--- src/rtl/nbs_pkg.sv ---
package nbs_pkg;

    typedef enum logic [1:0] {
        SZ_BYTE  = 2'd0,
        SZ_HALF  = 2'd1,
        SZ_WORD  = 2'd2,
        SZ_DWORD = 2'd3
    } xfer_size_e;

    typedef enum logic [1:0] {
        ST_IDLE  = 2'd0,
        ST_BEAT0 = 2'd1,
        ST_BEAT1 = 2'd2
    } seq_state_e;

    function automatic logic [2:0] size_code(xfer_size_e s);
        case (s)
            SZ_BYTE: return 3'b001;
            SZ_HALF: return 3'b010;
            SZ_WORD: return 3'b100;
            default: return 3'b000;
        endcase
    endfunction

endpackage

--- src/rtl/nbs_align_chk.sv ---
module nbs_align_chk
    import nbs_pkg::*;
(
    input  xfer_size_e size,
    input  logic [2:0] addr_lo,
    output logic       misaligned
);
    always_comb begin
        case (size)
            SZ_BYTE:  misaligned = 1'b0;
            SZ_HALF:  misaligned = addr_lo[0];
            SZ_WORD:  misaligned = |addr_lo[1:0];
            default:  misaligned = |addr_lo;
        endcase
    end
endmodule

--- src/rtl/nbs_lane_map.sv ---
module nbs_lane_map
    import nbs_pkg::*;
#(
    parameter int LANES  = 8,
    parameter int NARROW = 4
) (
    input  xfer_size_e             size,
    input  logic [2:0]             addr_lo,
    input  logic                   second_beat,
    input  logic [8*LANES-1:0]     wdata,
    output logic [LANES-1:0]       lane_en,
    output logic [8*LANES-1:0]     lane_data
);
    localparam int DW = 8 * LANES;
    localparam int NW = 8 * NARROW;

    int              first;
    int              cnt;
    logic [NW-1:0]   src;

    always_comb begin
        first = 0;
        cnt   = NARROW;
        src   = '0;
        case (size)
            SZ_BYTE: begin
                first    = int'(addr_lo[1:0]);
                cnt      = 1;
                src[7:0] = wdata[7:0];
            end
            SZ_HALF: begin
                first     = addr_lo[1] ? 2 : 0;
                cnt       = 2;
                src[15:0] = wdata[15:0];
            end
            SZ_WORD: begin
                src = wdata[NW-1:0];
            end
            default: begin
                src = second_beat ? wdata[NW-1:0] : wdata[2*NW-1:NW];
            end
        endcase
    end

    for (genvar g = 0; g < LANES; g++) begin : g_lane
        if (g < NARROW) begin : g_used
            logic       en_g;
            logic [7:0] byte_g;
            always_comb begin
                en_g   = 1'b0;
                byte_g = '0;
                if (g >= first && g < first + cnt) begin
                    en_g   = 1'b1;
                    byte_g = 8'(src >> (8 * (first + cnt - 1 - g)));
                end
            end
            assign lane_en[g]              = en_g;
            assign lane_data[DW-1-8*g -: 8] = byte_g;
        end else begin : g_off
            assign lane_en[g]              = 1'b0;
            assign lane_data[DW-1-8*g -: 8] = 8'h00;
        end
    end
endmodule

--- src/rtl/narrow_beat_seq.sv ---
module narrow_beat_seq
    import nbs_pkg::*;
#(
    parameter int AW     = 32,
    parameter int DW     = 64,
    parameter int NARROW = 4
) (
    input  logic              clk,
    input  logic              rst_n,
    input  logic              req_valid,
    input  logic [1:0]        req_size,
    input  logic [AW-1:0]     req_addr,
    input  logic [DW-1:0]     req_wdata,
    output logic              ready,
    output logic              bus_valid,
    output logic [2:0]        bus_tsiz,
    output logic [AW-1:0]     bus_addr,
    output logic [DW/8-1:0]   bus_lane_en,
    output logic [DW-1:0]     bus_wdata,
    input  logic              bus_ack,
    output logic              done,
    output logic              err
);
    localparam int LANES = DW / 8;

    typedef struct packed {
        seq_state_e      st;
        xfer_size_e      size;
        logic [AW-1:0]   addr;
        logic [DW-1:0]   wdata;
        logic            done;
        logic            err;
    } ctl_t;

    ctl_t       ctl_d, ctl_q;
    xfer_size_e in_size;
    logic       misaligned;
    logic [LANES-1:0] map_en;
    logic [DW-1:0]    map_data;

    assign in_size = xfer_size_e'(req_size);

    nbs_align_chk u_align (
        .size       (in_size),
        .addr_lo    (req_addr[2:0]),
        .misaligned (misaligned)
    );

    nbs_lane_map #(.LANES(LANES), .NARROW(NARROW)) u_map (
        .size        (ctl_q.size),
        .addr_lo     (ctl_q.addr[2:0]),
        .second_beat (ctl_q.st == ST_BEAT1),
        .wdata       (ctl_q.wdata),
        .lane_en     (map_en),
        .lane_data   (map_data)
    );

    always_comb begin
        ctl_d      = ctl_q;
        ctl_d.done = 1'b0;
        ctl_d.err  = 1'b0;
        case (ctl_q.st)
            ST_IDLE: begin
                if (req_valid) begin
                    if (misaligned) begin
                        ctl_d.err = 1'b1;
                    end else begin
                        ctl_d.st    = ST_BEAT0;
                        ctl_d.size  = in_size;
                        ctl_d.addr  = req_addr;
                        ctl_d.wdata = req_wdata;
                    end
                end
            end
            ST_BEAT0: begin
                if (bus_ack) begin
                    if (ctl_q.size == SZ_DWORD) begin
                        ctl_d.st = ST_BEAT1;
                    end else begin
                        ctl_d.st   = ST_IDLE;
                        ctl_d.done = 1'b1;
                    end
                end
            end
            default: begin
                if (bus_ack) begin
                    ctl_d.st   = ST_IDLE;
                    ctl_d.done = 1'b1;
                end
            end
        endcase
    end

    always_ff @(posedge clk) begin
        if (!rst_n) begin
            ctl_q <= '{st: ST_IDLE, size: SZ_BYTE, default: '0};
        end else begin
            ctl_q <= ctl_d;
        end
    end

    assign ready       = (ctl_q.st == ST_IDLE);
    assign bus_valid   = !ready;
    assign bus_tsiz    = size_code(ctl_q.size);
    assign bus_addr    = {ctl_q.addr[AW-1:3],
                          (ctl_q.size == SZ_DWORD) ? 3'b000 : ctl_q.addr[2:0]};
    assign bus_lane_en = bus_valid ? map_en : '0;
    assign bus_wdata   = bus_valid ? map_data : '0;
    assign done        = ctl_q.done;
    assign err         = ctl_q.err;


    hold_beat_chk: assert property (@(posedge clk) disable iff (!rst_n)
        (bus_valid && !bus_ack) |=> (bus_valid && $stable(bus_tsiz) && $stable(bus_addr)
                                     && $stable(bus_lane_en) && $stable(bus_wdata)));


    dword_second_beat_chk: assert property (@(posedge clk) disable iff (!rst_n)
        (ctl_q.st == ST_BEAT0 && ctl_q.size == SZ_DWORD && bus_ack)
            |=> (bus_valid && bus_tsiz == 3'b000 && bus_addr[2:0] == 3'b000
                 && bus_lane_en[NARROW-1:0] == '1));


    done_after_ack_chk: assert property (@(posedge clk) disable iff (!rst_n)
        (bus_valid && bus_ack && !(ctl_q.st == ST_BEAT0 && ctl_q.size == SZ_DWORD))
            |=> (done && ready && !bus_valid));


    err_no_beat_chk: assert property (@(posedge clk) disable iff (!rst_n)
        err |-> (ready && !bus_valid && !done));


    byte_one_lane_chk: assert property (@(posedge clk) disable iff (!rst_n)
        (bus_valid && bus_tsiz == 3'b001) |-> ($countones(bus_lane_en) == 1));


    high_lanes_off_chk: assert property (@(posedge clk) disable iff (!rst_n)
        bus_lane_en[LANES-1:NARROW] == '0);


    busy_after_accept_chk: assert property (@(posedge clk) disable iff (!rst_n)
        (req_valid && ready && !misaligned) |=> (!ready && bus_valid));
endmodule

--- config.mk ---
export PLATFORM = sky130hd
export DESIGN_NAME = narrow_beat_seq
export DESIGN_NICKNAME = d
export VERILOG_FILES = /design/src/rtl/nbs_pkg.sv /design/src/rtl/nbs_align_chk.sv /design/src/rtl/nbs_lane_map.sv /design/src/rtl/narrow_beat_seq.sv
export SDC_FILE = /design/constraint.sdc
export NUM_CORES = 1
export LEC_CHECK = 0
export CAP_MARGIN = 20
export CORE_MARGIN = 2
export CORE_UTILIZATION = 52
export CTS_CLUSTER_DIAMETER = 120
export DETAILED_ROUTE_END_ITERATION = 10
export PLACE_DENSITY = 0.88
export SLEW_MARGIN = 10
export SYNTH_ARGS = -nofsm -noshare
export SYNTH_HDL_FRONTEND = slang
export SYNTH_SLANG_ARGS = --single-unit
--- constraint.sdc ---
create_clock -name clk -period 7.95 [get_ports clk]
set_input_delay 1.59 -clock clk [delete_from_list [all_inputs] [get_ports clk]]
set_output_delay 1.59 -clock clk [all_outputs]
set_load 0.02 [all_outputs]
==> impl_results.md, run 1 <==
* Initial antenna violation count at 0
* Hold Vio Cnt, Final at 0
* Fin crit period at ~6.8 ns
* RR Startpoint: ctl_q[100]
* Multiplexer area fraction after synthesis at less than 1%
* Gpl congestion at ~0.95
* Max FO, Critical Path at 22
* Area occupied by multi-input gates at between 4000 and 5000 sq um
* Critical Path End Type: output pin
* Area grow syn2layout at 23.5%
* Simple-Gate Fraction of Synth Area at about a quarter
* R2r worst-path depth at 5
* Asr flop ratio synth at 0%
* Sink Count at slightly above 100
* Top_reg_cell synth: dfxtp_1
* Pin count of the biggest net entering global routing at 103
* Hold_sp: ctl_q[68]
* Final Net Count at 1102
* R2R setup slack at approximately 5 ns
* Vias in the first global route at roughly 6000
* Tot GR Track Use at between 20 and 30%
* Residual DRC at 0
* Max VDD drop at between 100 and 150 uV
* WHS Endpoint: ctl_q[68]
* IO Port Bufs at 176
* Die Width at approximately 120 microns
* Resized cells post-CTS at 0
* WP data required at around 6.4 ns
* Die Area at about 14000 sq um
* Wire per inst at between 15 and 20 microns
* First-pass GRT wire length at between 30 and 40 mm
* Worst-Skew Late Latency at around 0.35 ns
* FF-to-FF End: ctl_q[45]
* Setup Fix Bufs, Post-CTS at 0
* Avg Inst Size Synth at 7.73 sq um
* Post-route ant nets at 0
* GRT overflow at 0
* Worst Setup Path Type: reg -> out
* Final WS setup at 1.18 ns
* Synth top area cells: dfxtp_1 (29%), nand2_1 (13%), a21boi_0 (8.3%)
* Synth Area in Adders at around 3.1%
* Final slew viol count at 0
* Share of the synthesized area in the top cell type at a little under 30%
* Starting Density at between 50% and 60%
* Final worst path period share at between 80% and 90%
* Headroom to the max-slew limit at approximately 28%
* Total power divided by cell area at between 150 and 200 nW/um^2
* TritonCTS clock tree: yes
* Synth Instances at between 900 and 1000
* Total iterations of the first detailed-routing run at 6
* Worst Hold Path Cells at 2
* Vias/cell at between 5 and 6
* Worst slew pin tran at 1.08 ns
* Xor and xnor area share after synthesis at less than 1%
* Post-synth cell types at 55
* Number of CTS-inserted buffers at 9
* Type of the most critical hold path: reg -> reg
* RSZ-0062 raised after global routing: false
* # H-tree levels at 3
* Seq. cell area at ~2000 sq um
* EDFF count, synth at 0
* Dpl ws at ~1.7 ns
* Die height at approximately 120 microns
* # IOs at about 210
* Sequential-to-total area share from yosys stat at 29.3%
* N_diodes at 0
* Worst-path clk slew at 0.07 ns
* Routed WL at roughly 20 mm
* Largest family of logic cells by synthesized area: compound AO/OA/AOI/OAI gates
* Cell row count at between 40 and 50
* Cell area after synthesis at around 7000 sq um
* Arr. time, crit path at 5.18 ns
* Static leakage at about 2.8 nW
* Synth area leader: dfxtp_1
* Core footprint at 13100 sq um
* Syn. warnings at 0
* Clock Path Buffers at 2
* FF+latch count, synth at slightly above 100
* Max Cap Viol at 0
* Clock root cell: clkbuf_16
* Clock skew at 0.00647 ns
* Complex-gate fraction of the synthesized area at 29.9%
* Setup TNS at 0 ns
* # fillers at 1158
* Fmax at ~150 MHz
* Crit path launch type: flip-flop
* Hold_buf cts at 0
* Fraction of layout cells with a size suffix above 1 at under 10%
* Final setup viols at 0
* Final HPWL DP at roughly 14 mm
* 1st-iter DRT viols at just under 1000
* Via count at ~6900
* Status: finished, final reports clean
==> where the power goes <==
part | total, mW | switching [mW] | internal [mW]
logic | 0.433 | 0.260 | 0.173
clock network | 0.435 | 0.191 | 0.243
registers | 0.558 | 0.0211 | 0.537
==> logic make-up after synthesis <==
family / after synthesis
and+or+nand+nor: 351
AOI/OAI and AO/OA: 264
buffers and inverters: 159
DFF: 102
adders and majority gates: 17
xor gates and xnor gates: 4
other: 2
muxes: 2
==> layer usage <==
layer	vias up	share of wire (%)	track usage [%]
met5	-	0	0
met4	0	2.3	8.38
li1	3300	-	-
met1	3182	44	37.7
met3	33	9.6	6.42
met2	340	45	41.9
==> cell usage after synthesis (2+ instances only) <==
cell type,instances
nand2_1,239
dfxtp_1,102
a21boi_0,77
buf_4,67
clkbuf_1,51
o2111ai_1,32
o221ai_1,32
buf_2,26
nand4b_1,25
a211oi_1,24
nand3b_1,24
a21boi_1,23
nor2_1,18
ha_1,17
o211ai_1,16
o21ai_0,16
or4_1,16
inv_1,10
a211oi_2,9
a211o_1,8
nor2b_1,7
o21ai_1,7
a21oi_1,6
nand2b_1,6
buf_1,3
nand3_1,3
and2_1,2
conb_1,2
mux2i_1,2
nor3_1,2
nor4_1,2
o2111ai_2,2
o21a_1,2
xnor2_1,2
==> stage by stage <==
stage	power (mW)	cells	hold slack [ns]	area (sq um)	utilization, %
final	1.43	1163	0.460	8610	65.5
after global routing	1.49	1163	0.483	8610	65.5
after CTS	1.43	1163	0.465	8610	65.5
after detailed placement	0.991	1148	0.455	8320	63.3
after global placement	0.989	1148	0.450	8320	63.3
after floorplan	0.879	936	0.439	7100	-
==> cell type report <==
class	instances	area share [%]
multi-input combinational	675	48.8
clock buffer	10	2.66
sequential	102	23.7
clock inverter	5	0.698
inverter	11	0.480
timing repair buffer	184	21.1
tap	176	2.56
==> registers in the layout (all words and copies together) (netlist names) <==
signal and flops:
done 1, ctl_q 71, err 1, bus_addr 29
==> layout by cell type (no fill, tap or decap), types with 18 or more instances in the layout <==
| cell | instances |
|---|---|
| nand2_1 | 239 |
| clkdlybuf4s50_1 | 175 |
| dfxtp_1 | 102 |
| a21boi_0 | 77 |
| conb_1 | 37 |
| o2111ai_1 | 32 |
| o221ai_1 | 32 |
| nand4b_1 | 25 |
| nand3b_1 | 24 |
| a211oi_1 | 24 |
| a21boi_1 | 23 |
| nor2_1 | 18 |
==> worst max path at each step <==
stage                   start  slack, ns  depth (start not counted)       endpoint
finish              ctl_q[98]       1.18                         13  bus_wdata[43]
global route        ctl_q[98]       0.95                         12  bus_wdata[52]
CTS                 ctl_q[98]       1.25                         13  bus_wdata[43]
detailed placement  ctl_q[98]       1.69                         13  bus_wdata[43]
global placement    ctl_q[98]       1.74                         13  bus_wdata[43]
floorplan           ctl_q[98]       2.31                         16  bus_wdata[40]
==> critical path, cell delays in order (launching register included) <==
cell             delay (ns)
dfxtp_1                0.43
inv_1                  0.14
ha_1                   0.35
and2_1                 0.24
ha_1                   0.72
buf_4                  0.35
ha_1                   0.42
inv_1                  0.15
ha_1                   0.26
nand2b_1               0.16
o21ai_0                0.15
a32oi_1                0.35
a211oi_1               0.43
clkdlybuf4s50_1        0.68
Power figures use the tool's default switching activity.
==> run 2, diff against run 1 <==
CTS_CLUSTER_SIZE = 8   (was unset)
PLACE_DENSITY = 0.92   (was 0.88)
SYNTH_HIERARCHICAL = 1   (was unset)
==> impl_results.md, run 2 <==
* Total power divided by cell area at roughly 160 nW/um^2
* Wire per inst at ~15 microns
* 1st-iter DRT viols at 322
* Residual DRC at 0
* Max Cap Viol at 0
* Setup TNS at 0 ns
* Pin count of the biggest net entering global routing at approximately 110
* Area grow syn2layout at 23.8%
* Multiplexer area fraction after synthesis at just under 30%
* R2R setup slack at ~5.6 ns
* Synth area leader: dfxtp_1
* Die height at ~120 microns
* Fmax at between 100 and 150 MHz
* Crit path launch type: flip-flop
* Gpl congestion at just over 0.9
* Initial antenna violation count at 1
* FF-to-FF End: ctl_q[16]
* Resized cells post-CTS at 0
* FF+latch count, synth at between 100 and 150
* Most frequent cells in the layout: nand2_1 (232), clkdlybuf4s50_1 (175), mux2i_1 (148)
* Critical path endpoint: bus_wdata[49]
* Largest family of logic cells by synthesized area: multiplexers
* Routed WL at between 15 and 20 mm
* Tot GR Track Use at about a quarter
* Static leakage at approximately 3.3 nW
* Number of CTS-inserted buffers at 9
* Synth top cells by count: nand2_1 (232), mux2i_1 (148), dfxtp_1 (102)
* Fin crit period at roughly 7.4 ns
* Max VDD drop at ~130 uV
* Synth Instances at roughly 850
* Clock root cell: clkbuf_16
* TritonCTS clock tree: yes
* Synth Area in Adders at around 2.8%
* Fraction of layout cells with a size suffix above 1 at about 7.7%
* R2r worst-path depth at 4
* Vias in the first global route at ~5500
* Asr flop ratio synth at 0%
* Total iterations of the first detailed-routing run at 4
* RR Startpoint: ctl_q[101]
* Syn. warnings at 6
* Sequential-to-total area share from yosys stat at roughly 28%
* # H-tree levels at 3
* Xor and xnor area share after synthesis at less than 1%
* Synth top area cells: dfxtp_1 (28%), mux2i_1 (21%), nand2_1 (12%)
* Share of the synthesized area in the top cell type at about 28%
* Final HPWL DP at between 10 and 15 mm
* CP peak stage delay at 0.60 ns
* Starting Density at 52.6%
* Die Width at 122 microns
* Post-synth cell types at between 40 and 50
* GRT overflow at 0
* Worst-path clk slew at around 0.070 ns
* IO Port Bufs at 176
* Overall power at approximately 1.4 mW
* Die Area at 14800 sq um
* Final slew viol count at 0
* Hold Vio Cnt, Final at 0
* Headroom to the max-slew limit at 33.1%
* Vias/cell at 5.20
* Sink Count at roughly 100
* Clock Path Buffers at 2
* Most common cell after layout, fill and taps aside: nand2_1
* Setup Fix Bufs, Post-CTS at 0
* RSZ-0062 raised after global routing: false
* Final setup viols at 0
* Hold_buf cts at 0
* Complex-gate fraction of the synthesized area at between 4 and 5%
* Core footprint at 13700 sq um
* EDFF count, synth at 0
* Arr. time, crit path at 5.83 ns
* Critical Path End Type: output pin
* Worst slew pin tran at approximately 1 ns
* Cells after DPL at between 1000 and 1500
* Final Non-Filler Cells at around 1100
* Type of the most critical hold path: reg -> reg
* Crit path launch: ctl_q[98]
* Worst Setup Path Type: reg -> out
* N_diodes at 0
* First-pass GRT wire length at between 20 and 30 mm
* Worst-path cell chain: inv_1 -> ha_1 -> o21ai_0 -> xnor2_1 -> ha_1 -> inv_1 -> ha_1 -> or4_1 -> and4_4 -> clkinv_2 -> ha_1 -> a21boi_0 -> xnor2_1 -> nand4_1 -> nor3_1 -> and2_1 -> clkdlybuf4s50_1
* Cell area after synthesis at a little over 7000 sq um
* # IOs at roughly 210
* Final worst path period share at ~93%
* Avg Inst Size Synth at 8.47 sq um
* Post-route ant nets at 0
* WP data required at about 6.4 ns
* Final Net Count at between 1000 and 1500
* Most frequent cell after synthesis: nand2_1
* Biggest register: ctl_q
* Max FO, Critical Path at 11
* Top_reg_cell synth: dfxtp_1
* CP dominant cell by count: ha_1
* Clock skew at roughly 0.0080 ns
* Max FFs per register at 71
* Status: finished, final reports clean
* Simple-Gate Fraction of Synth Area at about 23%
* Via count at ~6000
* Cell row count at 43
* Worst-Skew Late Latency at 0.35 ns
* # fillers at 1109
* Worst path slowest cell: clkdlybuf4s50_1
run 2: changes by cell type after synthesis, sizes merged, moves of 32 or more:
cell / delta
mux2i: +147
a21boi: -98
and2: +75
o2111ai: -34
o221ai: -33
a211oi: -32
run 2: metrics by stage:
step                utilization, %  worst slack, ns  hold WS, ns  instance area, sq um
finish                        65.1            0.535        0.458                  8930
detailed placement            62.9            0.996        0.448                  8620
CTS                           65.1            0.564        0.459                  8930
global route                  65.1            0.161        0.476                  8930
floorplan                        -             2.06        0.430                  7350
global placement              62.9             1.31        0.438                  8620
run 2: layout make-up:
type	count	area [sq um]	share of cell area, %
Multi-Input combinational cell	649	4480	50.2
Sequential cell	102	2040	22.9
Timing Repair Buffer	186	1830	20.5
Clock buffer	12	256	2.87
Tap cell	180	225	2.52
Clock inverter	4	52.6	0.588
Inverter	10	38.8	0.434
run 2: per-layer routing:
metal	wire length (microns)	vias to the layer above	track usage [%]	part of all wire, %
met1	7600	2718	31.0	43
li1	-	2973	-	-
met2	8060	207	37.6	46
met3	1230	45	4.92	7.0
met4	673	0	10.8	3.8
met5	0	-	0	0
run 2: logic make-up (layout without fill, tap and decap cells):
| group | after synthesis | after routing |
|---|---|---|
| AND/OR/NAND/NOR | 361 | 361 |
| multiplexers | 188 | 188 |
| buffers and inverters | 136 | 212 |
| flip-flops | 102 | 102 |
| AO/OA/AOI/OAI | 43 | 43 |
| adder cells (fa/ha/maj) | 16 | 16 |
| XOR/XNOR | 5 | 5 |
| other | 1 | 36 |
run 2: power by group:
group	total (mW)	internal [mW]	switching, mW
Clock	0.459	0.263	0.196
Combinational	0.408	0.181	0.226
Sequential	0.562	0.542	0.0205
run 2: how the worst min path moves through the flow:
| stage | depth (start not counted) | to | start | slack [ns] |
|---|---|---|---|---|
| 2_1_floorplan | 2 | ctl_q[68] | ctl_q[68] | 0.43 |
| 3_3_place_gp | 2 | ctl_q[68] | ctl_q[68] | 0.44 |
| 3_5_place_dp | 2 | ctl_q[36] | ctl_q[36] | 0.45 |
| 4_1_cts | 2 | ctl_q[43] | ctl_q[43] | 0.46 |
| 5_1_grt | 2 | ctl_q[45] | ctl_q[45] | 0.48 |
| 6_report | 2 | ctl_q[36] | ctl_q[36] | 0.46 |
run 2: worst max-delay path, delay by kind of cell, from the launching register on:
family	cells	cell delay, ns
XOR/XNOR	2	0.28
adder cells (fa/ha/maj)	4	1.35
AND/OR/NAND/NOR	5	1.63
buffers and inverters	4	1.00
flip-flops	1	0.52
AO/OA/AOI/OAI	2	0.68
==> run 3, diff against run 2 <==
CORE_MARGIN = 1   (was 2)
SLEW_MARGIN = 30   (was 10)
==> impl_results.md, run 3 (same netlist as run 2, synthesis figures left out) <==
* Vias/cell at about 5.3
* Status: finished, final reports clean
* Vias in the first global route at ~5500
* Total power divided by cell area at about 170 nW/um^2
* Met2 Use GR at around two fifths
* Static leakage at approximately 3.3 nW
* Type of the most critical hold path: reg -> reg
* Max FO, Critical Path at 11
* RSZ-0062 raised after global routing: false
* Grt peak-use layer: met2
* First-pass GRT wire length at about 28 mm
* Final slew viol count at 0
* WP data required at 6.36 ns
* Critical Path End Type: output pin
* Final HPWL DP at 13.2 mm
* Cell row count at 42
* Initial antenna violation count at 0
* Tot GR Track Use at ~25%
* Worst Setup Path Type: reg -> out
* Dpl ws at between 1 and 1.5 ns
* FF-to-FF End: ctl_q[15]
* Max Cap Viol at 0
* CP peak stage delay at 0.59 ns
* Die Width at 120 microns
* N_diodes at 0
* Final worst path period share at a little over nine tenths
* Starting Density at between 50% and 60%
* Total iterations of the first detailed-routing run at 4
* Fmax at around 130 MHz
* Gpl congestion at 0.883
* Max FFs per register at roughly 70
* Die Area at 14400 sq um
* Wire per inst at 15.4 microns
* Worst-path clk slew at 0.07 ns
* CP dominant cell by count: ha_1
* Residual DRC at 0
* Headroom to the max-slew limit at about a third
* 1st-iter DRT viols at between 400 and 500
* Clock skew at 0.00986 ns
* # fillers at between 1000 and 1500
* # IOs at between 200 and 250
* Fraction of layout cells with a size suffix above 1 at 7.79%
* Met3 global-route usage at 4.85%
* Critical path endpoint: bus_wdata[53]
* Seq. cell area at 2040 sq um
* Area grow syn2layout at 24.4%
* Core footprint at 13400 sq um
* Number of CTS-inserted buffers at 9
* GR Util met1 at between 30% and 40%
* Final setup viols at 0
* Sink Count at between 100 and 150
* Final WS setup at just under 0.5 ns
* Resized cells post-CTS at 0
* Hold Vio Cnt, Final at 0
* CP bufs+invs at 4
* Worst path slowest cell: clkdlybuf4s50_1
* Clock Path Buffers at 2
* Crit path launch: ctl_q[98]
* R2r worst-path depth at 4
* Final Net Count at 1076
* Pin count of the biggest net entering global routing at ~110
* Arr. time, crit path at approximately 5.9 ns
* RR Startpoint: ctl_q[101]
* Crit path launch type: flip-flop
* Worst slew pin tran at 0.976 ns
* Most frequent cells in the layout: nand2_1 (232), clkdlybuf4s50_1 (175), mux2i_1 (148)
* Worst-path cell chain: inv_1 -> ha_1 -> o21ai_0 -> xnor2_1 -> ha_1 -> inv_1 -> ha_1 -> or4_1 -> and4_4 -> clkinv_2 -> ha_1 -> a21boi_0 -> xnor2_1 -> nand4_1 -> nor3_1 -> and2_1 -> clkdlybuf4s50_1
* Routed WL at 17.6 mm
* Max VDD drop at 106 uV
* GRT overflow at 0
* IO Port Bufs at 176
* Via count at 6033
* Most common cell after layout, fill and taps aside: nand2_1
* R2R setup slack at roughly 5.7 ns
* Die height at ~120 microns
* # H-tree levels at 3
* TritonCTS clock tree: yes
* Post-route ant nets at 0
* Setup Fix Bufs, Post-CTS at 0
* Setup TNS at 0 ns
* Clock root cell: clkbuf_16
* Worst-Skew Late Latency at 0.35 ns
* Area occupied by multi-input gates at approximately 4500 sq um
* Fin crit period at 7.45 ns
* Biggest register: ctl_q
* Hold_buf cts at 0
* Levels on crit path at 17
* CP delay by family, top: simple AND/OR/NAND/NOR gates
-- run 3: worst reg2reg max path, stage by stage, from the launching register on --
cell,delay [ns]
dfxtp_1,0.38
nor4b_4,0.32
buf_4,0.35
buf_4,0.80
mux2i_1,0.35
-- run 3: worst min-delay path by stage --
stage | startpoint | to | slack [ns] | depth (start not counted)
5_1_grt | bus_addr[24] | bus_addr[24] | 0.48 | 2
4_1_cts | ctl_q[5] | ctl_q[5] | 0.46 | 2
6_report | ctl_q[5] | ctl_q[5] | 0.46 | 2
3_3_place_gp | ctl_q[68] | ctl_q[68] | 0.44 | 2
2_1_floorplan | ctl_q[68] | ctl_q[68] | 0.43 | 2
3_5_place_dp | bus_addr[26] | bus_addr[26] | 0.45 | 2
-- run 3: power by group --
part	leakage, nW	switching [mW]	internal (mW)
registers	0.833	0.0209	0.542
clock network	0.170	0.194	0.317
logic	2.34	0.230	0.182
-- run 3: layout make-up --
type                    count  share of cell area, %
clock buffers              11                   2.70
clock inverters             5                   1.16
inverters                  10                  0.432
multi-input cells         649                   50.0
flip-flops and latches    102                   22.7
well taps                 176                   2.45
repair buffers            186                   20.5
-- run 3: routing by layer --
metal / wire length [microns] / vias up
met1: 7380 / 2813
met3: 1120 / 33
li1: - / 2969
met2: 8590 / 218
met4: 498 / 0
met5: 0 / -
-- run 3: metrics by stage --
step	util [%]	hold slack, ns	area, sq um	power (mW)	std cells
6_report	67.0	0.457	8980	1.49	1139
3_5_place_dp	64.3	0.450	8620	0.980	1123
2_1_floorplan	-	0.430	7350	0.879	887
3_3_place_gp	64.3	0.438	8620	0.969	1123
4_1_cts	66.9	0.459	8960	1.49	1139
5_1_grt	67.0	0.479	8980	1.55	1139
